[src/rtl/srx_pkg.sv]
package srx_pkg;

  typedef enum logic [1:0] {
    ST_IDLE,
    ST_START,
    ST_DATA,
    ST_STOP
  } rxState_t;

  // strobes from the control FSM to the datapath
  typedef struct packed {
    logic clrShift;
    logic shiftEn;
    logic shiftBit;
    logic push;
    logic stopBit;
  } rxStrobe_t;

  localparam logic [2:0] FMT_D8  = 3'b001;
  localparam logic [2:0] FMT_D7P = 3'b011;
  localparam logic [2:0] FMT_D9  = 3'b100;
  localparam logic [2:0] FMT_D8W = 3'b101;
  localparam logic [2:0] FMT_D8P = 3'b111;

  // bits between the start bit and the stop bit
  function automatic logic [3:0] frameBits(input logic [2:0] f);
    case (f)
      FMT_D9, FMT_D8W, FMT_D8P: frameBits = 4'd9;
      default:                  frameBits = 4'd8;
    endcase
  endfunction

  function automatic logic hasParity(input logic [2:0] f);
    hasParity = (f == FMT_D7P) || (f == FMT_D8P);
  endfunction

endpackage

[src/rtl/srx_ctrl.sv]
module srx_ctrl
  import srx_pkg::*;
#(
  parameter int OVS = 16
) (
  input  logic      clk,
  input  logic      rstN,
  input  logic      rxLine,
  input  logic      tick,
  input  logic      rxEn,
  input  logic [2:0] fmtSel,
  output rxStrobe_t stb
);

  localparam int CW  = $clog2(OVS);
  localparam int MID = OVS / 2 - 1;

  logic [1:0]    syncQ;
  logic          lineS;
  logic          lineP;
  rxState_t      stateQ, stateD;
  logic [CW-1:0] tickCnt, cntD;
  logic [3:0]    bitIdx, idxD;
  logic [3:0]    nBits;

  assign lineS = syncQ[1];
  assign nBits = frameBits(fmtSel);

  always_ff @(posedge clk or negedge rstN) begin
    if (!rstN) begin
      syncQ   <= 2'b11;
      lineP   <= 1'b1;
      stateQ  <= ST_IDLE;
      tickCnt <= '0;
      bitIdx  <= '0;
    end else begin
      syncQ   <= {syncQ[0], rxLine};
      lineP   <= lineS;
      stateQ  <= stateD;
      tickCnt <= cntD;
      bitIdx  <= idxD;
    end
  end

  always_comb begin
    stateD       = stateQ;
    cntD         = tickCnt;
    idxD         = bitIdx;
    stb          = '0;
    stb.shiftBit = lineS;
    stb.stopBit  = lineS;
    if (!rxEn) begin
      stateD = ST_IDLE;
      cntD   = '0;
      idxD   = '0;
    end else begin
      case (stateQ)
        ST_IDLE: begin
          if (lineP && !lineS) begin
            stateD = ST_START;
            cntD   = '0;
          end
        end
        ST_START: begin
          if (tick) begin
            if (tickCnt == CW'(MID)) begin
              cntD = '0;
              if (!lineS) begin
                stateD       = ST_DATA;
                idxD         = '0;
                stb.clrShift = 1'b1;
              end else begin
                stateD = ST_IDLE;
              end
            end else begin
              cntD = tickCnt + 1'b1;
            end
          end
        end
        ST_DATA: begin
          if (tick) begin
            cntD = tickCnt + 1'b1;
            if (tickCnt == CW'(OVS - 1)) begin
              stb.shiftEn = 1'b1;
              idxD        = bitIdx + 4'd1;
              if (bitIdx == nBits - 4'd1) stateD = ST_STOP;
            end
          end
        end
        ST_STOP: begin
          if (tick) begin
            cntD = tickCnt + 1'b1;
            if (tickCnt == CW'(OVS - 1)) begin
              stb.push = 1'b1;
              stateD   = ST_IDLE;
            end
          end
        end
        default: stateD = ST_IDLE;
      endcase
    end
  end


  en_idle_chk: assert property (@(posedge clk) disable iff (!rstN)
    !rxEn |=> (stateQ == ST_IDLE));


  shift_state_chk: assert property (@(posedge clk) disable iff (!rstN)
    stb.shiftEn |-> (stateQ == ST_DATA));

endmodule

[src/rtl/srx_dpath.sv]
module srx_dpath
  import srx_pkg::*;
#(
  parameter int DEPTH = 16,
  parameter int OVS   = 16,
  parameter int TW    = 8
) (
  input  logic          clk,
  input  logic          rstN,
  input  rxStrobe_t     stb,
  input  logic          tick,
  input  logic [2:0]    fmtSel,
  input  logic          oddPar,
  input  logic          fifoClr,
  input  logic          rdStb,
  input  logic [TW-1:0] toutLimit,
  output logic [9:0]    rdWord,
  output logic          notEmpty,
  output logic          halfFull,
  output logic          fullFlag,
  output logic          ovrFlag,
  output logic          toutFlag
);

  localparam int AW = $clog2(DEPTH);
  localparam int CW = $clog2(OVS);

  logic [8:0]    shReg;
  logic [8:0]    raw;
  logic [8:0]    dataBits;
  logic          pErr, fErr;
  logic [9:0]    newWord;
  logic [9:0]    mem [DEPTH];
  logic [AW-1:0] wrPtr, rdPtr;
  logic [AW:0]   fillCnt;
  logic          doPush, doPop;
  logic [CW-1:0] preCnt;
  logic [TW-1:0] idleCnt;

  // shift register, LSB first
  always_ff @(posedge clk or negedge rstN) begin
    if (!rstN)             shReg <= '0;
    else if (stb.clrShift) shReg <= '0;
    else if (stb.shiftEn)  shReg <= {stb.shiftBit, shReg[8:1]};
  end

  // word assembly
  always_comb begin
    raw  = (frameBits(fmtSel) == 4'd9) ? shReg : {1'b0, shReg[8:1]};
    fErr = !stb.stopBit;
    pErr = hasParity(fmtSel) ? ((^raw) ^ oddPar) : 1'b0;
    case (fmtSel)
      FMT_D7P:         dataBits = {2'b00, raw[6:0]};
      FMT_D9, FMT_D8W: dataBits = raw;
      default:         dataBits = {1'b0, raw[7:0]};
    endcase
    if (fErr && (raw == 9'd0))
      newWord = 10'h200;
    else
      newWord = {fErr, (hasParity(fmtSel) ? pErr : dataBits[8]), dataBits[7:0]};
  end

  // queue
  assign notEmpty = (fillCnt != '0);
  assign fullFlag = (fillCnt == (AW+1)'(DEPTH));
  assign halfFull = (fillCnt >= (AW+1)'(DEPTH / 2));
  assign doPush   = stb.push && !fullFlag;
  assign doPop    = rdStb && notEmpty;
  assign rdWord   = mem[rdPtr];

  always_ff @(posedge clk) begin
    if (doPush && !fifoClr) mem[wrPtr] <= newWord;
  end

  always_ff @(posedge clk or negedge rstN) begin
    if (!rstN) begin
      wrPtr   <= '0;
      rdPtr   <= '0;
      fillCnt <= '0;
      ovrFlag <= 1'b0;
    end else if (fifoClr) begin
      wrPtr   <= '0;
      rdPtr   <= '0;
      fillCnt <= '0;
      ovrFlag <= 1'b0;
    end else begin
      if (doPush) wrPtr <= wrPtr + 1'b1;
      if (doPop)  rdPtr <= rdPtr + 1'b1;
      fillCnt <= fillCnt + (AW+1)'(doPush) - (AW+1)'(doPop);
      if (stb.push && fullFlag) ovrFlag <= 1'b1;
      else if (rdStb)           ovrFlag <= 1'b0;
    end
  end

  // timeout in bit times
  always_ff @(posedge clk or negedge rstN) begin
    if (!rstN) begin
      preCnt  <= '0;
      idleCnt <= '0;
    end else if (fifoClr || stb.push || !notEmpty) begin
      preCnt  <= '0;
      idleCnt <= '0;
    end else if (tick) begin
      preCnt <= preCnt + 1'b1;
      if (preCnt == CW'(OVS - 1) && idleCnt != '1) idleCnt <= idleCnt + 1'b1;
    end
  end

  assign toutFlag = notEmpty && (toutLimit != '0) && (idleCnt >= toutLimit);


  fill_bound_chk: assert property (@(posedge clk) disable iff (!rstN)
    fillCnt <= (AW+1)'(DEPTH));


  ovr_set_chk: assert property (@(posedge clk) disable iff (!rstN)
    $rose(ovrFlag) |-> $past(fullFlag));


  drop_keep_chk: assert property (@(posedge clk) disable iff (!rstN)
    (stb.push && fullFlag && !rdStb && !fifoClr) |=> fullFlag);


  ovr_clear_chk: assert property (@(posedge clk) disable iff (!rstN)
    (rdStb && !stb.push) |=> !ovrFlag);


  tout_arrival_chk: assert property (@(posedge clk) disable iff (!rstN)
    stb.push |=> !toutFlag);


  clr_empty_chk: assert property (@(posedge clk) disable iff (!rstN)
    fifoClr |=> (!notEmpty && !ovrFlag));

endmodule

[src/rtl/serial_rx_tagged.sv]
module serial_rx_tagged
  import srx_pkg::*;
#(
  parameter int DEPTH = 16,
  parameter int OVS   = 16,
  parameter int TW    = 8
) (
  input  logic          clk,
  input  logic          rstN,
  input  logic          rxLine,
  input  logic          tick16,
  input  logic [2:0]    fmtSel,
  input  logic          oddPar,
  input  logic          rxEn,
  input  logic          fifoClr,
  input  logic          rdStb,
  input  logic [TW-1:0] toutLimit,
  output logic [9:0]    rdWord,
  output logic          notEmpty,
  output logic          halfFull,
  output logic          fullFlag,
  output logic          ovrFlag,
  output logic          toutFlag
);

  rxStrobe_t stb;

  srx_ctrl #(.OVS(OVS)) u_ctrl (
    .clk    (clk),
    .rstN   (rstN),
    .rxLine (rxLine),
    .tick   (tick16),
    .rxEn   (rxEn),
    .fmtSel (fmtSel),
    .stb    (stb)
  );

  srx_dpath #(.DEPTH(DEPTH), .OVS(OVS), .TW(TW)) u_dpath (
    .clk       (clk),
    .rstN      (rstN),
    .stb       (stb),
    .tick      (tick16),
    .fmtSel    (fmtSel),
    .oddPar    (oddPar),
    .fifoClr   (fifoClr),
    .rdStb     (rdStb),
    .toutLimit (toutLimit),
    .rdWord    (rdWord),
    .notEmpty  (notEmpty),
    .halfFull  (halfFull),
    .fullFlag  (fullFlag),
    .ovrFlag   (ovrFlag),
    .toutFlag  (toutFlag)
  );

endmodule

[config.mk]
export PLATFORM = sky130hd
export DESIGN_NAME = serial_rx_tagged
export DESIGN_NICKNAME = d
export VERILOG_FILES = /design/src/rtl/srx_pkg.sv /design/src/rtl/srx_ctrl.sv /design/src/rtl/srx_dpath.sv /design/src/rtl/serial_rx_tagged.sv
export SDC_FILE = /design/constraint.sdc
export NUM_CORES = 1
export LEC_CHECK = 0
export BUFFER_PORTS_ARGS = -buffer_cell sky130_fd_sc_hd__buf_4
export CAP_MARGIN = 40
export CORE_MARGIN = 2
export CORE_UTILIZATION = 25
export CTS_CLUSTER_SIZE = 30
export DETAILED_ROUTE_END_ITERATION = 12
export GPL_ROUTABILITY_DRIVEN = 0
export GPL_TIMING_DRIVEN = 1
export SKIP_CTS_REPAIR_TIMING = 1
export SYNTH_ARGS = -nofsm -noshare
export SYNTH_HDL_FRONTEND = slang
export SYNTH_SLANG_ARGS = --single-unit
[constraint.sdc]
create_clock -name clk -period 6.49 [get_ports clk]
set_input_delay 0.649 -clock clk [delete_from_list [all_inputs] [get_ports clk]]
set_output_delay 0.649 -clock clk [all_outputs]
set_load 0.01 [all_outputs]
==> qor.log, run 1 <==
[die] core region area 35700 um^2
[worst_setup_path] worst reg2reg path depth 14
[die] effective utilization at floorplan 25.5%
[routing] wire length after detailed routing 19.0 mm
[flow_run] maximum capacitance violations 0
[timing] worst slew slack as a fraction of its limit 34.8%
[synth] mean cell area of the mapped netlist 16.0 um^2
[clocking] clock tree from TritonCTS yes
[timing] RSZ-0062 raised after global routing false
[layout] commonest non-fill, non-tap cell in the layout sky130_fd_sc_hd__edfxtp_1
[clocking] Clk Latency, worst-skew pair 510 ps
[clocking] total number of H-tree levels 1
[layout] fill cell count 3547
[layout] antenna diode count 0
[global_route] GR Overflow Total 0
[routing] routed wirelength normalized by instance count 17.3 um
[routing] Vias/cell 4.45
[worst_setup_path] arrival time worst endpoint 2940 ps
[worst_setup_path] Critical R2R Launch u_dpath.fillCnt[2]$_DFF_PN0_
[timing] final count of pins violating max slew 0
[die] x dimension of the die 195 um
[status] run status complete, no violations
[die] io pins 34
[timing] fraction of the cycle the final worst path needs 55.2%
[layout] commonest cells after routing, fill and taps aside sky130_fd_sc_hd__edfxtp_1, sky130_fd_sc_hd__nor2_1, sky130_fd_sc_hd__buf_4
[placement] input/output buffers 33
[layout] share of post-route cells with drive strength above 1 24.0%
[synth] Warnings, synthesis 0
[routing] count of nets left with antenna violations after detail routing 0
[power_and_ir_drop] worst-case vdd ir drop 0.000201 V
[global_route] first-pass GRT wire length 29.5 mm
[global_route] total routing resource utilization after global routing 10.1%
[clocking] clock input transition at the sequential cells of the worst setup and hold paths 60 ps
[synth] sequential element share of the synthesized area 66.0%
[synth] dominant register cell in the synthesized netlist sky130_fd_sc_hd__edfxtp_1
[routing] Initial DRT Pass Iterations 4
[worst_setup_path] worst flop-to-flop path endpoint u_dpath.fillCnt[4]$_DFF_PN0_
[timing] Least-Margin Pin Slew 975 ps
[global_route] largest net degree at the start of global routing 49
[timing] Peak Freq 0.279 GHz
[global_route] via count of the first global-routing pass 5020
[power_and_ir_drop] power density normalized to cell area 300 nW/um^2
[routing] Residual DRC 0
[timing] Total Neg Setup Slack 0 ps
[synth] Synth async-reset ratio 23.1%
[worst_setup_path] worst path required time 5840 ps
[synth] Syn Inst Count 568
[layout] total non-filler cell area in the finished layout 10800 um^2
[synth] count of flip-flops with a built-in enable after synthesis 160
[synth] flop and latch count out of synthesis 208
[timing] final worst hold slack 160 ps
[synth] total nets after synthesis 617
[clocking] CTS Buf Count 22
[clocking] number of clock sinks 208
[worst_setup_path] critical path class reg -> out
[placement] area after detailed placement 10000 um^2
[worst_setup_path] slowest cell delay on critical path 650 ps
[routing] initial detailed-routing violation count 317
[global_route] met1 GRT Util 13.8%
[synth] Distinct cells, synth 52
[clocking] clock root buffer sky130_fd_sc_hd__clkbuf_16
[layout] fraction of the core area covered by cells at the end of the flow 30.2%
[global_route] met3 Usage GRT 1.80%
[global_route] antenna violations before repair 0
[clocking] Clock Path Buffers 3
[die] Die Outline Area 37900 um^2
[power_and_ir_drop] static leakage power 3.52 nW
[die] number of placement rows 69
[worst_setup_path] Slowest-stage cell, CP sky130_fd_sc_hd__buf_4
[min_path] hold crit path type in -> async
[timing] final setup violation count 0
[worst_setup_path] kind of launch point of the worst setup path flop
[synth] netlist area before placement 9100 um^2
[timing] Final min period 3580 ps
[worst_setup_path] minimum setup slack among reg-to-reg paths 3470 ps
[timing] number of hold-slack violations in the final timing report 0
[layout] area delta synth->final 18.5%
[die] height of the die 195 um
[layout] number of nets in the layout 672
[worst_setup_path] Max Fanout on Critical Path 40
[global_route] GR met2 Demand/Resource 16.9%
[worst_setup_path] crit path capture type output pin
[timing] clock skew after layout 14.8 ps
[worst_setup_path] CP Cell Sequence buf_4, mux4_2, mux4_2, buf_4
[global_route] routing layer with the top usage in global route met2
[placement] Detailed Place HPWL 12.0 mm
[routing] via count 4886
[critical path, delay by kind of cell (launching register included)]
family / cells / cell delay (ps)
DFF: 1 / 400
buffers and inverters: 2 / 840
muxes: 2 / 1180
[sequential cells by signal (all words and copies together), names as in the netlist]
register,flops
u_ctrl.stateQ,2
u_dpath.rdPtr,4
u_ctrl.bitIdx,4
u_ctrl.lineP,1
u_dpath.fillCnt,5
u_dpath.idleCnt,8
u_ctrl.tickCnt,4
u_ctrl.syncQ,2
u_dpath.wrPtr,4
u_dpath.ovrFlag,1
u_dpath.shReg,9
u_dpath.preCnt,4
u_dpath.mem,160
[metal layers]
layer,part of all wire (%),vias to the layer above
li1,-,2284
met1,44,2460
met2,48,115
met3,6.2,27
met4,1.5,0
met5,0,-
[power breakdown]
part           leakage [nW]  switching, mW  internal [mW]
clock                 0.371          0.500          0.824
combinational          1.30          0.235          0.205
sequential             1.86         0.0208           1.45
[synthesized netlist by cell type (2+ instances only)]
cell                         n  share of area, %
sky130_fd_sc_hd__edfxtp_1  160                53
sky130_fd_sc_hd__nor2_1     56               2.3
sky130_fd_sc_hd__mux4_2     50                12
sky130_fd_sc_hd__dfrtp_1    45                12
sky130_fd_sc_hd__nand2_1    36               1.5
sky130_fd_sc_hd__ha_1       29               4.0
sky130_fd_sc_hd__inv_1      21              0.87
sky130_fd_sc_hd__a21oi_1    17              0.93
sky130_fd_sc_hd__mux2i_1    13               1.4
sky130_fd_sc_hd__xor2_1     13               1.3
sky130_fd_sc_hd__clkbuf_1   12              0.49
sky130_fd_sc_hd__nand4_1    11              0.76
sky130_fd_sc_hd__o21ai_0    10              0.55
sky130_fd_sc_hd__nand3_1     9              0.49
sky130_fd_sc_hd__nor3_1      8              0.44
sky130_fd_sc_hd__xnor2_1     7              0.67
sky130_fd_sc_hd__buf_2       6              0.33
sky130_fd_sc_hd__nand3b_1    6              0.49
sky130_fd_sc_hd__buf_4       5              0.41
sky130_fd_sc_hd__nand2b_1    5              0.34
sky130_fd_sc_hd__a21o_1      4              0.33
sky130_fd_sc_hd__a22o_1      3              0.29
sky130_fd_sc_hd__and2_1      3              0.21
sky130_fd_sc_hd__and3_1      3              0.21
sky130_fd_sc_hd__dfstp_2     3              0.87
sky130_fd_sc_hd__nor2b_1     3              0.21
sky130_fd_sc_hd__a31oi_1     2              0.14
sky130_fd_sc_hd__and4_1      2              0.19
sky130_fd_sc_hd__nor4_1      2              0.14
sky130_fd_sc_hd__or3_1       2              0.14
[metrics by stage]
stage	setup slack, ps	cells	power, mW
floorplan	3440	568	1.85
finish	2910	1099	3.23
global placement	3090	1056	1.94
global route	2730	1099	3.38
CTS	2790	1099	3.28
detailed placement	3030	1060	1.95
[worst max path at each step]
stage                            startpoint                          end  depth (start not counted)
2_1_floorplan                     fmtSel[0]  u_dpath.mem[0][8]$_DFFE_PP_                          9
3_3_place_gp                      fmtSel[0]  u_dpath.mem[4][5]$_DFFE_PP_                          8
3_5_place_dp                      fmtSel[0]  u_dpath.mem[5][6]$_DFFE_PP_                          8
4_1_cts        u_dpath.rdPtr[0]$_DFFE_PN0P_                    rdWord[7]                          4
5_1_grt        u_dpath.rdPtr[0]$_DFFE_PN0P_                    rdWord[7]                          4
6_report       u_dpath.rdPtr[0]$_DFFE_PN0P_                    rdWord[7]                          4
[cell families (layout without fill, tap and decap cells)]
group | Yosys count | after routing | synth area share [%]
AOI/OAI and AO/OA | 45 | 45 | 3.12
adders and majority gates | 30 | 30 | 4.21
DFF | 208 | 208 | 66.0
muxes | 64 | 64 | 13.9
buffers and inverters | 46 | 116 | 2.27
xor gates and xnor gates | 21 | 21 | 2.17
and+or+nand+nor | 154 | 154 | 8.28
[area by class of cell]
type,instances,area [um^2],share of cell area [%]
Sequential cell,208,6010,55.7
Multi-Input combinational cell,314,2910,27.0
Tap cell,461,577,5.35
Clock buffer,28,573,5.31
Timing Repair Buffer,56,448,4.15
Clock inverter,11,189,1.75
Inverter,21,78.8,0.731
No activity file was read; power rests on OpenSTA's default activity.
==> run 2, diff against run 1 <==
clock period = 3.75 ns   (was 6.49 ns; I/O delays follow)
==> run 2 against run 1 <==
Clock skew barely moved. First-iteration DRC count rose by 59%. Worst hold slack gained 0.98 ps. Utilization is 0.42 points higher. Non-clock buffer count is 13 higher. Flip-flop and latch count did not move. Clock power up 83%. Via count is 3.6% higher. Final area is 1.4% higher.
==> qor.log, run 2 (synthesized netlist as in run 1, its figures left out) <==
[status] run status complete, no violations [unchanged]
[timing] Peak Freq 0.322 GHz
[clocking] Clk Latency, worst-skew pair 510 ps [about the same]
[worst_setup_path] arrival time worst endpoint 2730 ps [was 2940 ps]
[timing] RSZ-0062 raised after global routing false [unchanged]
[worst_setup_path] worst path required time 3380 ps [was 5840 ps]
[worst_setup_path] kind of launch point of the worst setup path flop [unchanged]
[die] Die Outline Area 37900 um^2 [unchanged]
[worst_setup_path] critical path class reg -> out [unchanged]
[routing] Vias/cell 4.55 [was 4.45]
[routing] Initial DRT Pass Iterations 5 [was 4]
[timing] Total Neg Setup Slack 0 ps [unchanged]
[global_route] antenna violations before repair 0 [unchanged]
[timing] worst slew slack as a fraction of its limit 45.9% [was 34.8%]
[layout] area delta synth->final 20.2% [was 18.5%]
[routing] count of nets left with antenna violations after detail routing 0 [unchanged]
[power_and_ir_drop] worst-case vdd ir drop 0.000392 V [was 0.000201 V]
[timing] fraction of the cycle the final worst path needs 82.8%
[layout] antenna diode count 0 [unchanged]
[layout] commonest cells after routing, fill and taps aside sky130_fd_sc_hd__edfxtp_1, sky130_fd_sc_hd__buf_4, sky130_fd_sc_hd__nor2_1 [was sky130_fd_sc_hd__edfxtp_1, sky130_fd_sc_hd__nor2_1, sky130_fd_sc_hd__buf_4]
[routing] initial detailed-routing violation count 504 [was 317]
[timing] final setup violation count 0 [unchanged]
[die] effective utilization at floorplan 25.5% [unchanged]
[layout] number of flip-flops under the largest register name 160 [unchanged]
[layout] commonest non-fill, non-tap cell in the layout sky130_fd_sc_hd__edfxtp_1 [unchanged]
[worst_setup_path] minimum setup slack among reg-to-reg paths 750 ps [was 3470 ps]
[placement] input/output buffers 33 [unchanged]
[worst_setup_path] crit path capture type output pin [unchanged]
[timing] clock skew after layout 14.7 ps [was 14.8 ps]
[routing] wire length after detailed routing 19.1 mm [was 19.0 mm]
[timing] final worst hold slack 161 ps [was 160 ps]
[layout] share of post-route cells with drive strength above 1 25.8% [was 24.0%]
[die] io pins 34 [unchanged]
[layout] Biggest register u_dpath.mem [unchanged]
[clocking] total number of H-tree levels 1 [unchanged]
[power_and_ir_drop] relative contribution of the clock network to total power 41.8% [was 41.0%]
[clocking] number of clock sinks 208 [unchanged]
[die] x dimension of the die 195 um [unchanged]
[global_route] via count of the first global-routing pass 5234 [was 5020]
[global_route] largest net degree at the start of global routing 49 [unchanged]
[clocking] CTS Buf Count 22 [unchanged]
[power_and_ir_drop] switching share of power 23.9% [was 23.4%]
[timing] Least-Margin Pin Slew 812 ps [was 975 ps]
[placement] Detailed Place HPWL 12.0 mm [about the same]
[clocking] clock root buffer sky130_fd_sc_hd__clkbuf_16 [unchanged]
[power_and_ir_drop] Sw Pwr 1.38 mW [was 0.756 mW]
[timing] final count of pins violating max slew 0 [unchanged]
[power_and_ir_drop] Power Internal 4.37 mW [was 2.48 mW]
[timing] Final min period 3110 ps
[power_and_ir_drop] power density normalized to cell area 526 nW/um^2 [was 300 nW/um^2]
[global_route] total routing resource utilization after global routing 10.3% [was 10.1%]
[routing] via count 5064 [was 4886]
[flow_run] maximum capacitance violations 0 [unchanged]
[clocking] clock input transition at the sequential cells of the worst setup and hold paths 60 ps [about the same]
[timing] number of hold-slack violations in the final timing report 0 [unchanged]
[routing] Residual DRC 0 [unchanged]
[global_route] GR Overflow Total 0 [unchanged]
[die] height of the die 195 um [unchanged]
[layout] leading registers by flop count u_dpath.mem (160), u_dpath.shReg (9), u_dpath.idleCnt (8) [unchanged]
[routing] routed wirelength normalized by instance count 17.2 um [was 17.3 um]
[layout] number of nets in the layout 685 [was 672]
[global_route] first-pass GRT wire length 30.5 mm [was 29.5 mm]
[power_and_ir_drop] portion of total power attributed to sequential cells 45.2% [was 45.4%]
[layout] fill cell count 3552 [was 3547]
[clocking] clock tree from TritonCTS yes [unchanged]
[clocking] Clock Path Buffers 3 [unchanged]
[power_and_ir_drop] portion of total power attributed to combinational logic 13.0% [was 13.6%]
[die] core region area 35700 um^2 [unchanged]
[worst_setup_path] Max Fanout on Critical Path 34 [was 40]
[power_and_ir_drop] static leakage power 3.62 nW [was 3.52 nW]
[min_path] hold crit path type in -> reg [was in -> async]
[die] number of placement rows 69 [unchanged]
[run 2: metrics by stage]
stage	setup WS, ps	power [mW]	util [%]	std cells	instance area [um^2]
floorplan	842	3.20	-	568	9100
global placement	812	3.39	28.2	1069	10100
detailed placement	771	3.40	28.3	1070	10100
CTS	600	5.82	30.5	1110	10900
global route	480	5.99	30.6	1113	10900
finish	644	5.75	30.6	1113	10900
[run 2: power by group through the flow]
| stage | Clock (mW) | Combinational (mW) | Sequential [mW] |
|---|---|---|---|
| final | 2.41 | 0.745 | 2.60 |
| after global routing | 2.56 | 0.830 | 2.61 |
| after CTS | 2.46 | 0.757 | 2.60 |
| after detailed placement | 0 | 0.754 | 2.65 |
| after global placement | 0 | 0.746 | 2.65 |
| after floorplan | 0 | 0.624 | 2.57 |
[run 2: final cells by class]
class	instances	area, um^2	share of cell area (%)
clock buffer	24	558	5.10
clock inverter	16	249	2.28
sequential	208	6010	55.0
timing repair buffer	69	556	5.08
inverter	21	78.8	0.721
tap	461	577	5.27
multi-input combinational	314	2910	26.6
[run 2: final timing paths]
path,from,to,depth (start not counted)
max,u_dpath.rdPtr[0]$_DFFE_PN0P_,rdWord[8],4
min,rxEn,u_ctrl.stateQ[1]$_DFFE_PN0P_,2
max reg2reg,u_dpath.fillCnt[3]$_DFF_PN0_,u_dpath.fillCnt[4]$_DFF_PN0_,14
min reg2reg,u_ctrl.syncQ[0]$_DFF_PN1_,u_ctrl.syncQ[1]$_DFF_PN1_,0
max in group asynchronous,rstN,u_dpath.rdPtr[1]$_DFFE_PN0P_,2
min in group asynchronous,rstN,u_dpath.idleCnt[3]$_DFFE_PN0P_,2
[run 2: critical path, stage by stage (launching register included)]
cell	delay (ps)
sky130_fd_sc_hd__dfrtp_2	590
sky130_fd_sc_hd__buf_12	330
sky130_fd_sc_hd__mux4_2	550
sky130_fd_sc_hd__mux4_2	540
sky130_fd_sc_hd__buf_4	180
[run 2: metal layers]
metal / vias up / share of wire, % / global-route usage, % / wire length (um)
met3: 28 / 4.7 / 1.72 / 896
met2: 115 / 47 / 16.6 / 8940
li1: 2310 / - / - / -
met4: 0 / 2.2 / 2.52 / 412
met5: - / 0 / 0 / 0
met1: 2611 / 46 / 14.7 / 8860
==> run 3, diff against run 2 <==
clock period = 2.9 ns   (was 3.75 ns; I/O delays follow)
==> run 3 against run 2 <==
The flow now finishes with violations (design-rule violations). Final area increased by 0.92%. Worst setup slack got worse by 550 ps. Utilization increased by 0.28 points. Die area unchanged. Register-to-register slack got worse by 640 ps. Global-route usage decreased by 0.32 points. Final cell count increased by 1.1%. Sequential share of layout area decreased by 0.50 points. Power increased by 29%. Worst hold slack got worse by 90 ps. Sequential power increased by 27%.
==> qor.log, run 3 (synthesized netlist as in run 1, its figures left out) <==
[worst_setup_path] worst path required time 2610 ps [was 3380 ps]
[die] io pins 34 [unchanged]
[routing] Residual DRC 1 [was 0]
[routing] wire length after detailed routing 18.9 mm [was 19.1 mm]
[worst_setup_path] critical path class reg -> out [unchanged]
[die] x dimension of the die 195 um [unchanged]
[worst_setup_path] Critical R2R Launch u_dpath.fillCnt[2]$_DFF_PN0_ [was u_dpath.fillCnt[3]$_DFF_PN0_]
[power_and_ir_drop] portion of total power attributed to sequential cells 44.4% [was 45.2%]
[die] core region area 35700 um^2 [unchanged]
[power_and_ir_drop] Power Internal 5.66 mW [was 4.37 mW]
[worst_setup_path] worst reg2reg path depth 14 [unchanged]
[timing] worst slew slack as a fraction of its limit 52.2% [was 45.9%]
[worst_setup_path] Max Fanout on Critical Path 20 [was 34]
[worst_setup_path] crit path capture type output pin [unchanged]
[timing] number of hold-slack violations in the final timing report 0 [unchanged]
[timing] Final min period 2800 ps
[clocking] Clock Path Buffers 3 [unchanged]
[clocking] clock input transition at the sequential cells of the worst setup and hold paths 60 ps [about the same]
[layout] Seq. cell area 6010 um^2 [unchanged]
[power_and_ir_drop] Sw Pwr 1.78 mW [was 1.38 mW]
[worst_setup_path] kind of launch point of the worst setup path flop [unchanged]
[clocking] clock tree from TritonCTS yes [unchanged]
[power_and_ir_drop] relative contribution of the clock network to total power 40.2% [was 41.8%]
[timing] RSZ-0062 raised after global routing false [unchanged]
[power_and_ir_drop] static leakage power 3.67 nW [was 3.62 nW]
[layout] area delta synth->final 21.3% [was 20.2%]
[layout] share of post-route cells with drive strength above 1 28.0% [was 25.8%]
[power_and_ir_drop] switching share of power 23.9% [about the same]
[timing] clock skew after layout 10.5 ps [was 14.7 ps]
[timing] fraction of the cycle the final worst path needs 96.7%
[global_route] largest net degree at the start of global routing 49 [unchanged]
[layout] footprint of the multi-input gates 2920 um^2 [was 2910 um^2]
[timing] final setup violation count 0 [unchanged]
[min_path] critical hold path startpoint rxEn [unchanged]
[placement] input/output buffers 33 [unchanged]
[die] effective utilization at floorplan 25.5% [unchanged]
[die] number of placement rows 69 [unchanged]
[layout] Biggest register u_dpath.mem [unchanged]
[min_path] end of the worst hold path u_ctrl.tickCnt[2]$_DFFE_PN0P_ [was u_ctrl.stateQ[1]$_DFFE_PN0P_]
[routing] count of nets left with antenna violations after detail routing 0 [unchanged]
[layout] antenna diode count 0 [unchanged]
[die] height of the die 195 um [unchanged]
[layout] number of flip-flops under the largest register name 160 [unchanged]
[routing] via count 5107 [was 5064]
[worst_setup_path] arrival time worst endpoint 2510 ps [was 2730 ps]
[routing] Vias/cell 4.54 [was 4.55]
[timing] Least-Margin Pin Slew 718 ps [was 812 ps]
[layout] fill cell count 3491 [was 3552]
[routing] Initial DRT Pass Iterations 9 [was 5]
[flow_run] maximum capacitance violations 0 [unchanged]
[placement] Detailed Place HPWL 11.9 mm [was 12.0 mm]
[clocking] number of clock sinks 208 [unchanged]
[status] run status finished, violations left [was complete, no violations]
[layout] number of nets in the layout 697 [was 685]
[timing] Total Neg Setup Slack 0 ps [unchanged]
[global_route] total routing resource utilization after global routing 10.0% [was 10.3%]
[power_and_ir_drop] portion of total power attributed to combinational logic 15.4% [was 13.0%]
[global_route] first-pass GRT wire length 30.0 mm [was 30.5 mm]
[routing] routed wirelength normalized by instance count 16.8 um [was 17.2 um]
[worst_setup_path] minimum setup slack among reg-to-reg paths 110 ps [was 750 ps]
[status] violations in the final reports design-rule violations
[global_route] via count of the first global-routing pass 5221 [was 5234]
[timing] final count of pins violating max slew 0 [unchanged]
[global_route] GR Overflow Total 0 [unchanged]
[global_route] antenna violations before repair 0 [unchanged]
[clocking] CTS Buf Count 22 [unchanged]
[layout] fraction of the core area covered by cells at the end of the flow 30.9% [was 30.6%]
[layout] commonest cells after routing, fill and taps aside sky130_fd_sc_hd__edfxtp_1, sky130_fd_sc_hd__buf_4, sky130_fd_sc_hd__nor2_1 [unchanged]
[routing] initial detailed-routing violation count 489 [was 504]
[die] Die Outline Area 37900 um^2 [unchanged]
[clocking] clock root buffer sky130_fd_sc_hd__clkbuf_16 [unchanged]
[timing] Peak Freq 0.357 GHz
[layout] leading registers by flop count u_dpath.mem (160), u_dpath.shReg (9), u_dpath.idleCnt (8) [unchanged]
[worst_setup_path] worst flop-to-flop path endpoint u_dpath.fillCnt[4]$_DFF_PN0_ [unchanged]
[power_and_ir_drop] power density normalized to cell area 674 nW/um^2 [was 526 nW/um^2]
[clocking] Clk Latency, worst-skew pair 510 ps [about the same]
[power_and_ir_drop] worst-case vdd ir drop 0.000374 V [was 0.000392 V]
[timing] final worst hold slack 71.0 ps [was 161 ps]
[min_path] worst hold path cell count 2 [unchanged]
[min_path] hold crit path type in -> reg [unchanged]
[clocking] total number of H-tree levels 1 [unchanged]
[layout] commonest non-fill, non-tap cell in the layout sky130_fd_sc_hd__edfxtp_1 [unchanged]
[run 3: critical path, cell delays in order, from the launching register on]
cell                        delay [ps]
sky130_fd_sc_hd__dfrtp_2           520
sky130_fd_sc_hd__clkbuf_16         290
sky130_fd_sc_hd__mux4_2            520
sky130_fd_sc_hd__mux4_2            510
sky130_fd_sc_hd__buf_4             170
[run 3: cell type report]
type | count | share of cell area (%)
multi-input cells | 314 | 26.5
repair buffers | 81 | 6.12
clock buffers | 24 | 5.06
inverters | 21 | 0.714
well taps | 461 | 5.23
flip-flops and latches | 208 | 54.5
clock inverters | 16 | 1.94
[run 3: worst max path at each step]
stage	from	end
after floorplan	u_dpath.fillCnt[2]$_DFF_PN0_	u_dpath.fillCnt[4]$_DFF_PN0_
after global routing	u_dpath.fillCnt[2]$_DFF_PN0_	u_dpath.fillCnt[4]$_DFF_PN0_
after global placement	u_dpath.fillCnt[2]$_DFF_PN0_	u_dpath.fillCnt[4]$_DFF_PN0_
after detailed placement	u_dpath.fillCnt[3]$_DFF_PN0_	u_dpath.fillCnt[4]$_DFF_PN0_
final	u_dpath.rdPtr[0]$_DFFE_PN0P_	rdWord[8]
after CTS	u_dpath.fillCnt[3]$_DFF_PN0_	u_dpath.fillCnt[4]$_DFF_PN0_
[run 3: routing by layer]
metal  vias up  GRT usage, %  routed length [um]
li1       2340             -                   -
met1      2640          13.8                8980
met2       104          16.5                8770
met3        23          1.96                 875
met4         0          2.12                 262
met5         -             0                   0
[run 3: power by group through the flow]
stage	logic, mW	registers [mW]	clock network, mW
2_1_floorplan	0.816	3.33	0
6_report	1.14	3.31	2.99
3_3_place_gp	1.08	3.35	0
3_5_place_dp	1.07	3.35	0
4_1_cts	1.08	3.29	3.06
5_1_grt	1.28	3.31	3.18
[run 3: stage by stage]
| stage | cell area (um^2) | total power [mW] | setup slack, ps | cells |
|---|---|---|---|---|
| detailed placement | 10200 | 4.43 | 44.1 | 1079 |
| finish | 11000 | 7.44 | 95.9 | 1125 |
| CTS | 10900 | 7.42 | 21.9 | 1119 |
| global placement | 10100 | 4.43 | 72.1 | 1072 |
| floorplan | 9100 | 4.14 | 44.9 | 568 |
| global route | 11000 | 7.77 | 3.74 | 1125 |
